[src/rtl/sai_rx_pkg.sv]
package sai_rx_pkg;

    typedef enum logic [1:0] {
        WLEN_8  = 2'd0,
        WLEN_16 = 2'd1,
        WLEN_24 = 2'd2,
        WLEN_32 = 2'd3
    } wlen_e;

    typedef struct packed {
        logic  sign_ext;
        logic  msb_align;
        logic  proto_fixed;
        wlen_e wlen;
    } fmt_cfg_t;

    typedef struct packed {
        logic ready;
        logic full;
        logic ovr;
    } ch_flags_t;

    typedef struct packed {
        logic exc;
        logic norm;
    } ch_irq_t;

    function automatic int wlen_bits(wlen_e l);
        case (l)
            WLEN_8:  return 8;
            WLEN_16: return 16;
            WLEN_24: return 24;
            default: return 32;
        endcase
    endfunction

endpackage

[src/rtl/sai_rx_align.sv]
module sai_rx_align
    import sai_rx_pkg::*;
#(
    parameter int W = 32
) (
    input  logic [W-1:0] raw,
    input  fmt_cfg_t     cfg,
    output logic [W-1:0] word
);
    int  nb;
    int  idx;
    logic to_top;

    always_comb begin
        nb = wlen_bits(cfg.wlen);
        if (nb > W) nb = W;
        to_top = cfg.msb_align & ~cfg.proto_fixed;
        idx = 0;
        for (int i = 0; i < W; i++) begin
            if (to_top) begin
                idx = i - (W - nb);
                word[i] = (idx >= 0) ? raw[idx] : 1'b0;
            end else begin
                word[i] = (i < nb) ? raw[i] : (cfg.sign_ext & raw[nb-1]);
            end
        end
    end
endmodule

[src/rtl/sai_rx_store.sv]
module sai_rx_store #(
    parameter int W     = 32,
    parameter int DEPTH = 8
) (
    input  logic         clk,
    input  logic         rst,
    input  logic         en,
    input  logic         fifo_mode,
    input  logic         push,
    input  logic [W-1:0] din,
    input  logic         pop,
    input  logic         ovr_clr,
    output logic [W-1:0] head,
    output logic         ready,
    output logic         full,
    output logic         ovr
);
    localparam int AW = (DEPTH > 1) ? $clog2(DEPTH) : 1;
    localparam int CW = $clog2(DEPTH + 1);

    logic [W-1:0]  mem [DEPTH];
    logic [AW-1:0] rp, wp;
    logic [CW-1:0] cnt, cap;
    logic          do_pop, do_push, drop, space;

    function automatic logic [AW-1:0] nxt(input logic [AW-1:0] p);
        return (p == AW'(DEPTH - 1)) ? '0 : p + 1'b1;
    endfunction

    assign cap     = fifo_mode ? CW'(DEPTH) : CW'(1);
    assign do_pop  = en & pop & (cnt != '0);
    assign space   = (cnt < cap) | do_pop;
    assign do_push = en & push & space;
    assign drop    = en & push & ~space;

    always_ff @(posedge clk) begin
        if (rst || !en) begin
            cnt <= '0;
            rp  <= '0;
            wp  <= '0;
            ovr <= 1'b0;
        end else begin
            if (do_push) wp <= nxt(wp);
            if (do_pop)  rp <= nxt(rp);
            cnt <= cnt + CW'(do_push) - CW'(do_pop);
            if (drop)         ovr <= 1'b1;
            else if (ovr_clr) ovr <= 1'b0;
        end
    end

    always_ff @(posedge clk) begin
        if (!rst && do_push) mem[wp] <= din;
    end

    assign head  = mem[rp];
    assign ready = (cnt != '0);
    assign full  = (cnt >= cap);

    // a dropped word leaves occupancy unchanged and raises overrun
    a_r7_drop_keeps_count: assert property (@(posedge clk) disable iff (rst)
        drop |=> ($stable(cnt) && ovr));
    // overrun is sticky until cleared
    a_r7_ovr_sticky: assert property (@(posedge clk) disable iff (rst)
        (ovr && !ovr_clr && en) |=> ovr);
    // a read without a write lowers occupancy by one
    a_r6_pop_count: assert property (@(posedge clk) disable iff (rst)
        (do_pop && !do_push) |=> (cnt == $past(cnt) - 1'b1));
    // disabling the channel empties it
    a_r12_flush: assert property (@(posedge clk) disable iff (rst)
        !en |=> (!ready && !ovr));
    // occupancy never passes the store depth
    a_r4_bound: assert property (@(posedge clk) disable iff (rst)
        cnt <= CW'(DEPTH));
endmodule

[src/rtl/sai_rx_irq.sv]
module sai_rx_irq
    import sai_rx_pkg::*;
(
    input  logic      irq_en,
    input  logic      fifo_mode,
    input  ch_flags_t flags,
    output ch_irq_t   req
);
    logic src;

    assign src      = fifo_mode ? flags.full : flags.ready;
    assign req.exc  = irq_en & src & flags.ovr;
    assign req.norm = irq_en & src & ~flags.ovr;
endmodule

[src/rtl/sai_rx_irq_unit.sv]
module sai_rx_irq_unit
    import sai_rx_pkg::*;
#(
    parameter int BUS_W      = 32,
    parameter int FIFO_DEPTH = 8
) (
    input  logic             clk,
    input  logic             rst,
    input  logic             rx_en,
    input  logic             irq_en,
    input  logic             fifo_en,
    input  logic             dual_ch,
    input  logic             sign_ext,
    input  logic             msb_align,
    input  logic             proto_fixed,
    input  logic [1:0]       wlen,
    input  logic [1:0]       rx_valid,
    input  logic [BUS_W-1:0] rx_data0,
    input  logic [BUS_W-1:0] rx_data1,
    input  logic [1:0]       rd_strobe,
    input  logic [1:0]       ovr_clr,
    output logic [BUS_W-1:0] rd_data0,
    output logic [BUS_W-1:0] rd_data1,
    output logic [1:0]       ready,
    output logic [1:0]       full,
    output logic [1:0]       ovr,
    output logic [1:0]       irq_exc,
    output logic [1:0]       irq_norm
);
    localparam int NUM_CH = 2;

    fmt_cfg_t         cfg;
    logic [BUS_W-1:0] din  [NUM_CH];
    logic [BUS_W-1:0] dout [NUM_CH];

    assign cfg.sign_ext    = sign_ext;
    assign cfg.msb_align   = msb_align;
    assign cfg.proto_fixed = proto_fixed;
    assign cfg.wlen        = wlen_e'(wlen);

    assign din[0]   = rx_data0;
    assign din[1]   = rx_data1;
    assign rd_data0 = dout[0];
    assign rd_data1 = dout[1];

    for (genvar c = 0; c < NUM_CH; c++) begin : g_ch
        logic             ch_on;
        logic [BUS_W-1:0] head;
        ch_flags_t        st, fl;
        ch_irq_t          req;

        assign ch_on = rx_en & ((c == 0) | dual_ch);

        sai_rx_store #(.W(BUS_W), .DEPTH(FIFO_DEPTH)) u_store (
            .clk       (clk),
            .rst       (rst),
            .en        (ch_on),
            .fifo_mode (fifo_en),
            .push      (rx_valid[c]),
            .din       (din[c]),
            .pop       (rd_strobe[c]),
            .ovr_clr   (ovr_clr[c]),
            .head      (head),
            .ready     (st.ready),
            .full      (st.full),
            .ovr       (st.ovr)
        );

        assign fl.ready = st.ready & ch_on;
        assign fl.full  = st.full  & ch_on;
        assign fl.ovr   = st.ovr   & ch_on;

        sai_rx_align #(.W(BUS_W)) u_align (
            .raw  (head),
            .cfg  (cfg),
            .word (dout[c])
        );

        sai_rx_irq u_irq (
            .irq_en    (irq_en),
            .fifo_mode (fifo_en),
            .flags     (fl),
            .req       (req)
        );

        assign ready[c]    = fl.ready;
        assign full[c]     = fl.full;
        assign ovr[c]      = fl.ovr;
        assign irq_exc[c]  = req.exc;
        assign irq_norm[c] = req.norm;

        // a cleared enable masks both requests
        a_r10_mask: assert property (@(posedge clk) disable iff (rst)
            !irq_en |-> !(irq_exc[c] || irq_norm[c]));
        // in single mode a ready word with the enable set raises a request
        a_r8_single_src: assert property (@(posedge clk) disable iff (rst)
            (irq_en && !fifo_en && ready[c]) |-> (irq_exc[c] || irq_norm[c]));
        // a pending overrun never drives the normal request
        a_r9_split: assert property (@(posedge clk) disable iff (rst)
            ovr[c] |-> !irq_norm[c]);
    end

    // with two-channel mode off, channel 1 stays idle
    a_r11_ch1_idle: assert property (@(posedge clk) disable iff (rst)
        !dual_ch |-> (ready[1] == 1'b0 && ovr[1] == 1'b0 && irq_exc[1] == 1'b0));
endmodule

[config.mk]
export PLATFORM = sky130hd
export DESIGN_NAME = sai_rx_irq_unit
export DESIGN_NICKNAME = d
export VERILOG_FILES = /design/src/rtl/sai_rx_pkg.sv /design/src/rtl/sai_rx_align.sv /design/src/rtl/sai_rx_store.sv /design/src/rtl/sai_rx_irq.sv /design/src/rtl/sai_rx_irq_unit.sv
export SDC_FILE = /design/constraint.sdc
export NUM_CORES = 1
export LEC_CHECK = 0
export ABC_CLOCK_PERIOD_IN_PS = 5900
export CORE_ASPECT_RATIO = 0.6
export CORE_MARGIN = 2
export CORE_UTILIZATION = 40
export CTS_BUF_LIST = sky130_fd_sc_hd__clkbuf_4 sky130_fd_sc_hd__clkbuf_8
export DETAILED_ROUTE_END_ITERATION = 10
export DONT_BUFFER_PORTS = 1
export HOLD_SLACK_MARGIN = 0.03
export PLACE_DENSITY = 0.56
export SYNTH_ARGS = -nofsm -noshare
export SYNTH_HDL_FRONTEND = slang
export SYNTH_SLANG_ARGS = --single-unit
[constraint.sdc]
create_clock -name clk -period 5.9 [get_ports clk]
set_input_delay 1.18 -clock clk [delete_from_list [all_inputs] [get_ports clk]]
set_output_delay 1.18 -clock clk [all_outputs]
set_load 0.05 [all_outputs]
# Yosys cells after proc, flatten, opt, wreduce, memory -nomap -nowiden
# Memory sizes are Yosys's and may differ from the RTL's. A register that Yosys moved wholly into a read port is not among the register bits.
# Index checks and enable logic that the tools add are counted.
[totals] reg_bits=22 mem_bits_rw=512 inputBits=81 output_inout_bits=74 word_cells=616 n_memories=2
[classes] addsub=42 n_lt_le_gt_ge=102 eq_ne=6 n_mux=411 bitwise_logic=33 n_reduce_logical=12
[memory_table] name="g_ch[0].u_store.mem" depth=8 width=32 read_ports=1 rd_clocked_by_memory_dff=1 wr=1 line_no="sai_rx_store.sv:21" text="logic [W-1:0] mem [DEPTH];"
[memory_table] name="g_ch[1].u_store.mem" depth=8 width=32 read_ports=1 rd_clocked_by_memory_dff=1 wr=1 line_no="sai_rx_store.sv:21"
[op_table] cell="32-bit by 7-bit less-than comparator with 1-bit output (second input constant)" count=33
[op_table] cell="32-bit by 1-bit greater-or-equal comparator with 1-bit output (second input constant)" count=32
[op_table] cell="6-bit by 32-bit subtractor with 32-bit output (first input constant)" count=16
[op_table] cell="1-bit two-way mux" count=334
[op_table] cell="1-bit binary-select mux with 5-bit select" count=66
[op_table] cell="5-bit by 32-bit subtractor with 32-bit output (first input constant)" count=8
[op_table] cell="6-bit by 32-bit less-than comparator with 1-bit output (first input constant)" count=5
[op_table] cell="5-bit by 32-bit less-than comparator with 1-bit output (first input constant)" count=4
[op_table] cell="4-bit by 32-bit subtractor with 32-bit output (first input constant)" count=4
[op_table] cell="4-bit by 32-bit less-than comparator with 1-bit output (first input constant)" count=3
[op_table] cell="5-bit by 6-bit less-than comparator with 1-bit output (first input constant)" count=11
[op_table] cell="3-bit by 32-bit less-than comparator with 1-bit output (first input constant)" count=2
[op_table] cell="3-bit by 32-bit subtractor with 32-bit output (first input constant)" count=2
[op_table] cell="2-bit by 32-bit less-than comparator with 1-bit output (first input constant)" count=1
[op_table] cell="1-bit by 32-bit subtractor with 32-bit output (first input constant)" count=1
[op_table] cell="2-bit by 32-bit subtractor with 32-bit output (first input constant)" count=1
[op_table] cell="7-bit by 32-bit subtractor with 32-bit output (first input constant)" count=1
[op_table] cell="1-bit bitwise AND" count=26
[op_table] cell="4-bit by 6-bit less-than comparator with 1-bit output (first input constant)" count=4
[op_table] cell="3-bit two-way mux" count=8
[op_table] cell="6-bit one-hot mux with 3 select lines" count=1
[op_table] cell="3-bit by 1-bit adder with 3-bit output (second input constant)" count=4
[op_table] cell="3-bit equality test (second input constant)" count=4
[op_table] cell="4-bit by 1-bit adder with 4-bit output" count=2
[op_table] cell="19 further kinds" count=33

# Longest topological paths before layout
[depth] ltp_word=11 depth_mapped=13 depth_no_buf=13

# Modules after synthesis
# From an unflattened synthesis, not the netlist that was laid out.
[hier_totals] hier_cells=1213 area_unflattened_um2=23739.0
[modules_own_cells] mod="sai_rx_store at g_ch[1].u_store" instances=1 cells_per_inst=463 area_each_um2=10411.2 seq_area_each_um2=7967.6
[modules_own_cells] mod="sai_rx_store at g_ch[0].u_store" instances=1 cells_per_inst=461 area_each_um2=10382.5 seq_area_each_um2=7967.6
[modules_own_cells] mod="sai_rx_align at g_ch[1].u_align" instances=1 cells_per_inst=138 area_each_um2=1418.9 seq_area_each_um2=0.0
[modules_own_cells] mod="sai_rx_align at g_ch[0].u_align" instances=1 cells_per_inst=138 area_each_um2=1417.6 seq_area_each_um2=0.0
[modules_own_cells] mod="sai_rx_irq" instances=2 cells_per_inst=3 area_each_um2=30.0 seq_area_each_um2=0.0
[modules_own_cells] mod="sai_rx_irq_unit" instances=1 cells_per_inst=7 area_each_um2=48.8 seq_area_each_um2=0.0

# Worst setup path after synthesis
# Ideal clock, no wire load.
[synth_path] kind="input port to flip-flop" start="input port fifo_en" end="memory g_ch[1].u_store.mem[1][0] (enable)" setup_time_ns=0.461 arrival_time_ns=4.970 setup_slack_ns=0.469 cell_stages=7 n_path_buf=0 cell_sequence="inv_1 -> ha_1 -> or3b_1 -> a21oi_1 -> o2111ai_2 -> or3b_2 -> nor3_1"
[synth_between] elab_chain_cells=7
[synth_lines] item="start, declared" line_no="sai_rx_irq_unit.sv:11" text="input logic fifo_en,"
[synth_lines] item="4-bit two-way mux" line_no="sai_rx_store.sv:30" text="assign cap = fifo_mode ? CW'(DEPTH) : CW'(1);"
[synth_lines] item="4-bit less-than comparator" line_no="sai_rx_store.sv:32" text="assign space = (cnt < cap) | do_pop;"
[synth_lines] item="1-bit bitwise OR" line_no="sai_rx_store.sv:32"
[synth_lines] item="1-bit bitwise AND" line_no="sai_rx_store.sv:33" text="assign do_push = en & push & space;"
[synth_lines] item="1-bit logical AND" line_no="sai_rx_store.sv:52" text="if (!rst && do_push) mem[wp] <= din;"
[synth_lines] item="1-bit two-way mux" line_no="sai_rx_store.sv:52"
[synth_lines] item="1-bit two-way mux (implied by the code)" line_no="sai_rx_store.sv:52"
[synth_lines] item="end, declared" line_no="sai_rx_store.sv:21"
# Every way passes these cells.

# Worst setup path in the final report
[layout_path] start="input port wlen[0]" end="output port rd_data1[24]"
[layout_between] elab_chain_cells=11 word_cells_on_any_way=21 cone_classes="add/sub (3); order compare (3); eq/ne (2); mux (11); bitwise (1); reduce/logical (1)"
[layout_lines] item="start, declared" line_no="sai_rx_irq_unit.sv:16" text="input logic [1:0] wlen,"
[layout_lines] item="2-bit equality test, or another cell as far along" line_no="sai_rx_pkg.sv:29" text="case (l)"
[layout_lines] item="6-bit one-hot mux with 3 select lines (*)" line_no="sai_rx_pkg.sv:29"
[layout_lines] item="6-bit greater-than comparator" line_no="sai_rx_align.sv:16" text="if (nb > W) nb = W;"
[layout_lines] item="6-bit two-way mux (*)" line_no="sai_rx_align.sv:16"
[layout_lines] item="branches (longest 6 deep; another with 7-bit by 32-bit subtractor with 32-bit output)"
[layout_lines] item="1-bit two-way mux (*)" line_no="sai_rx_align.sv:20" text="if (to_top) begin"
[layout_lines] item="end, declared" line_no="sai_rx_irq_unit.sv:23" text="output logic [BUS_W-1:0] rd_data1,"
# Every way passes the cells marked *. The select of a mux whose other input is x is not followed.

==> results.md <==
* Period utilization at about nine tenths
* Vias/cell at 5.64
* CTS tree: done
* Clk sinks at 540
* Max-Cap Viols at 0
* Slew Limit Fails at 0
* Setup Skew at just over 20 ps
* RSZ-0062 raised after global routing: no
* Worst Hold Launch: g_ch[0].u_store.wp[0]$_SDFFE_PP0N_
* Post-CTS Resized at 0
* #FFs+latches synth at between 500 and 600
* Total die area at approximately 61000 sq um
* Via count at roughly 13000
* CP Class: input port to output port
* Area growth, synth to finish at 13.9%
* Hold EP: g_ch[0].u_store.wp[0]$_SDFFE_PP0N_
* Status: completed
* Overall Global Routing Usage at approximately a fifth
* Slew @ Worst Pin at 1100 ps
* Hold Vio Cnt, Final at 0
* Top-area cell type share of the netlist area at 65.6%
* Number of synthesized flops with an enable pin at between 500 and 600
* Crit-path max FO at 13
* Power per Cell Area at approximately 300 nW/um^2
* Startpoint class of the critical path: input port
* RR Endpoint: g_ch[0].u_store.mem[3][29]$_DFFE_PP_
* Mapped cell area at approximately 23000 sq um
* Slew HR at 26.6%
* Via count of the first global-routing pass at 12900
* DP HPWL at between 30 and 40 mm
* Detail Route Antenna Nets at 0
* Critical Path RT at 4720 ps
* Die Span Y at ~190 um
* Overall Power at slightly above 8 mW
* Largest net degree at the start of global routing at 53
* Layout cells sized above 1 at 27.8%
* Filler instances at between 4000 and 5000
* Pre-CTS setup slack at between 600 and 700 ps
* CP Capture Type: output port
* Area contributors post-synth: edfxtp_1, mux4_2, mux2i_1, dfxtp_1, ha_1
* Initial Utilization at 40.6%
* Arrival @ worst endpoint at 4070 ps
* Syn_area_per_cell at between 15 and 20 sq um
* H-tree lvl count at 3
* Total setup buffers inserted after CTS at 0
* Syn Nets at roughly 1400
* Sequential area share after synthesis at between 60% and 70%
* Unique masters post-synth at 57
* Hold/Removal Path Class: flip-flop to flip-flop
* Initial antenna violation count at 3
* Ys Warns at 0
* # hold bufs at CTS at 0
* Tmin final at 5250 ps
* Starting DRC count in detailed routing at 1325
* Final TNS setup at 0 ps
* First-pass GRT wire length at approximately 87 mm
* GP Congestion at a little over 0.8
* Async set-reset flop share out of synthesis at 0%
* Ys flop type: edfxtp_1
* Peak Freq at approximately 0.19 GHz
* Maximum vdd drop at 0.123 mV
* CTS root buf: clkbuf_8
* Total CTS buffers at 83
* Reg-to-reg startpoint: g_ch[0].u_store.cnt[2]$_SDFF_PP0_
* Number of top-level pins at roughly 160
* Mapped Cells at 1293
* FF-to-FF setup slack at around 2200 ps
* Latest clock arrival within the worst-skew pair at around 670 ps
* Core area at around 58000 sq um
* DRC violations left at 0
* Die Width at 316 um
* Routed WL at 59.7 mm
* Final #Nets at approximately 1500
* Top cells by count, synth: edfxtp_1, mux2i_1, mux4_2
* Leakage power at about 8.6 nW
* Clock Path Buffers at 3
* Hold Path Depth at 2
* TritonRoute pass-1 iters at 5
* Post-synth top area cell: edfxtp_1
* R2R depth at 10
* GRT overflow at 0
* Wirelength per Cell at 26.5 um
* PortBufs at 0
* Final setup violation count at 0
* Core Rows at just under 70
* Setup WS post-layout at approximately 650 ps
* Clock transition at path regs at around 60 ps
* Top-count cell post-synth: edfxtp_1
## per-layer routing
layer	wire length (um)	track usage [%]	up-vias	part of all wire, %
li1	-	-	5554	-
met1	27700	29.5	6597	46
met2	25700	27.9	479	43
met3	5160	6.67	91	8.7
met4	1120	5.17	2	1.9
met5	11	0	-	0.018
## per-stage QoR
step | area [sq um] | util (%) | hold WS [ps] | std cells
after floorplan | 23400 | - | 450 | 1293
after global placement | 25000 | 43.3 | 465 | 2099
after detailed placement | 25000 | 43.3 | 469 | 2099
after CTS | 26700 | 46.2 | 485 | 2251
after global routing | 26700 | 46.2 | 517 | 2252
final | 26700 | 46.3 | 489 | 2255
## cell usage in the layout, fill, tap and decap left out, types with 4 or more instances in the layout
cell type  instances
nand2_1           42
o21ai_0            6
clkbuf_4          26
clkbuf_8          86
a22o_1            11
inv_1             25
clkinv_1          23
mux2_1             4
diode_2            4
or2_1              7
nor3_2            11
bufinv_16          5
ha_1              25
nor2b_1            8
dfxtp_1           22
nand2b_1          24
a21oi_1           20
nor2_4            13
edfxtp_1         512
nor3_1            10
o22ai_1            5
dfxtp_2            4
and2_1             6
a22oi_1           14
mux4_2           116
mux2i_1          166
o221ai_1          28
buf_4            101
or3b_2             5
nor2_1            49
or3_1              7
mux2_2             5
a32oi_1           14
o211ai_1          14
o41ai_4            5
clkinv_2           6
## worst max-delay path, cell delays in order
cell,delay [ps]
inv_1,120
ha_1,360
or2_2,450
nand2_1,200
nor3_2,540
o41ai_2,290
a32oi_1,600
buf_4,320
## worst max-delay path by stage
stage	to	slack (ps)	cells after the start	start
after floorplan	g_ch[1].u_store.mem[1][0]$_DFFE_PP_	470	7	fifo_en
after global placement	rd_data1[24]	750	8	wlen[0]
after detailed placement	rd_data1[24]	700	8	wlen[0]
after CTS	rd_data0[21]	670	6	flip-flop
after global routing	rd_data1[24]	410	8	wlen[0]
final	rd_data1[24]	650	8	wlen[0]
## kinds of logic (layout without fill, tap and decap cells)
logic type	after synthesis	in the layout	share of synthesized area, %
mux	292	292	18.7
fa+ha+maj	28	28	1.56
other cells	0	4	0
xor+xnor	4	4	0.150
flops	540	540	68.0
buf+inv	92	280	2.00
simple gates	204	204	4.57
compound gates	133	133	4.94
## cell type report
type                       count  area, sq um  area share [%]
timing repair buffer         103          798            2.99
clock inverter                40          318            1.19
multi-input combinational    661         7170            26.9
sequential                   540        15900            59.8
clock buffer                 112         1380            5.17
tap                          770          963            3.61
inverter                      25         93.8           0.352
antenna                        4         10.0          0.0375
## power breakdown
| group | total (mW) | switching (mW) | internal (mW) | leakage [nW] |
|---|---|---|---|---|
| Sequential | 4.21 | 0.00706 | 4.21 | 4.84 |
| Clock | 3.19 | 1.45 | 1.75 | 0.890 |
| Combinational | 0.639 | 0.443 | 0.196 | 2.87 |
## state kept, by name, summed over array words and instances, names as in the netlist, named ones only
register / flops
g_ch.u_store.ovr: 2
g_ch.u_store.rp: 6
g_ch.u_store.cnt: 8
g_ch.u_store.wp: 6
g_ch.u_store.mem: 512
Note: power is estimated with default switching activity, not from simulation.
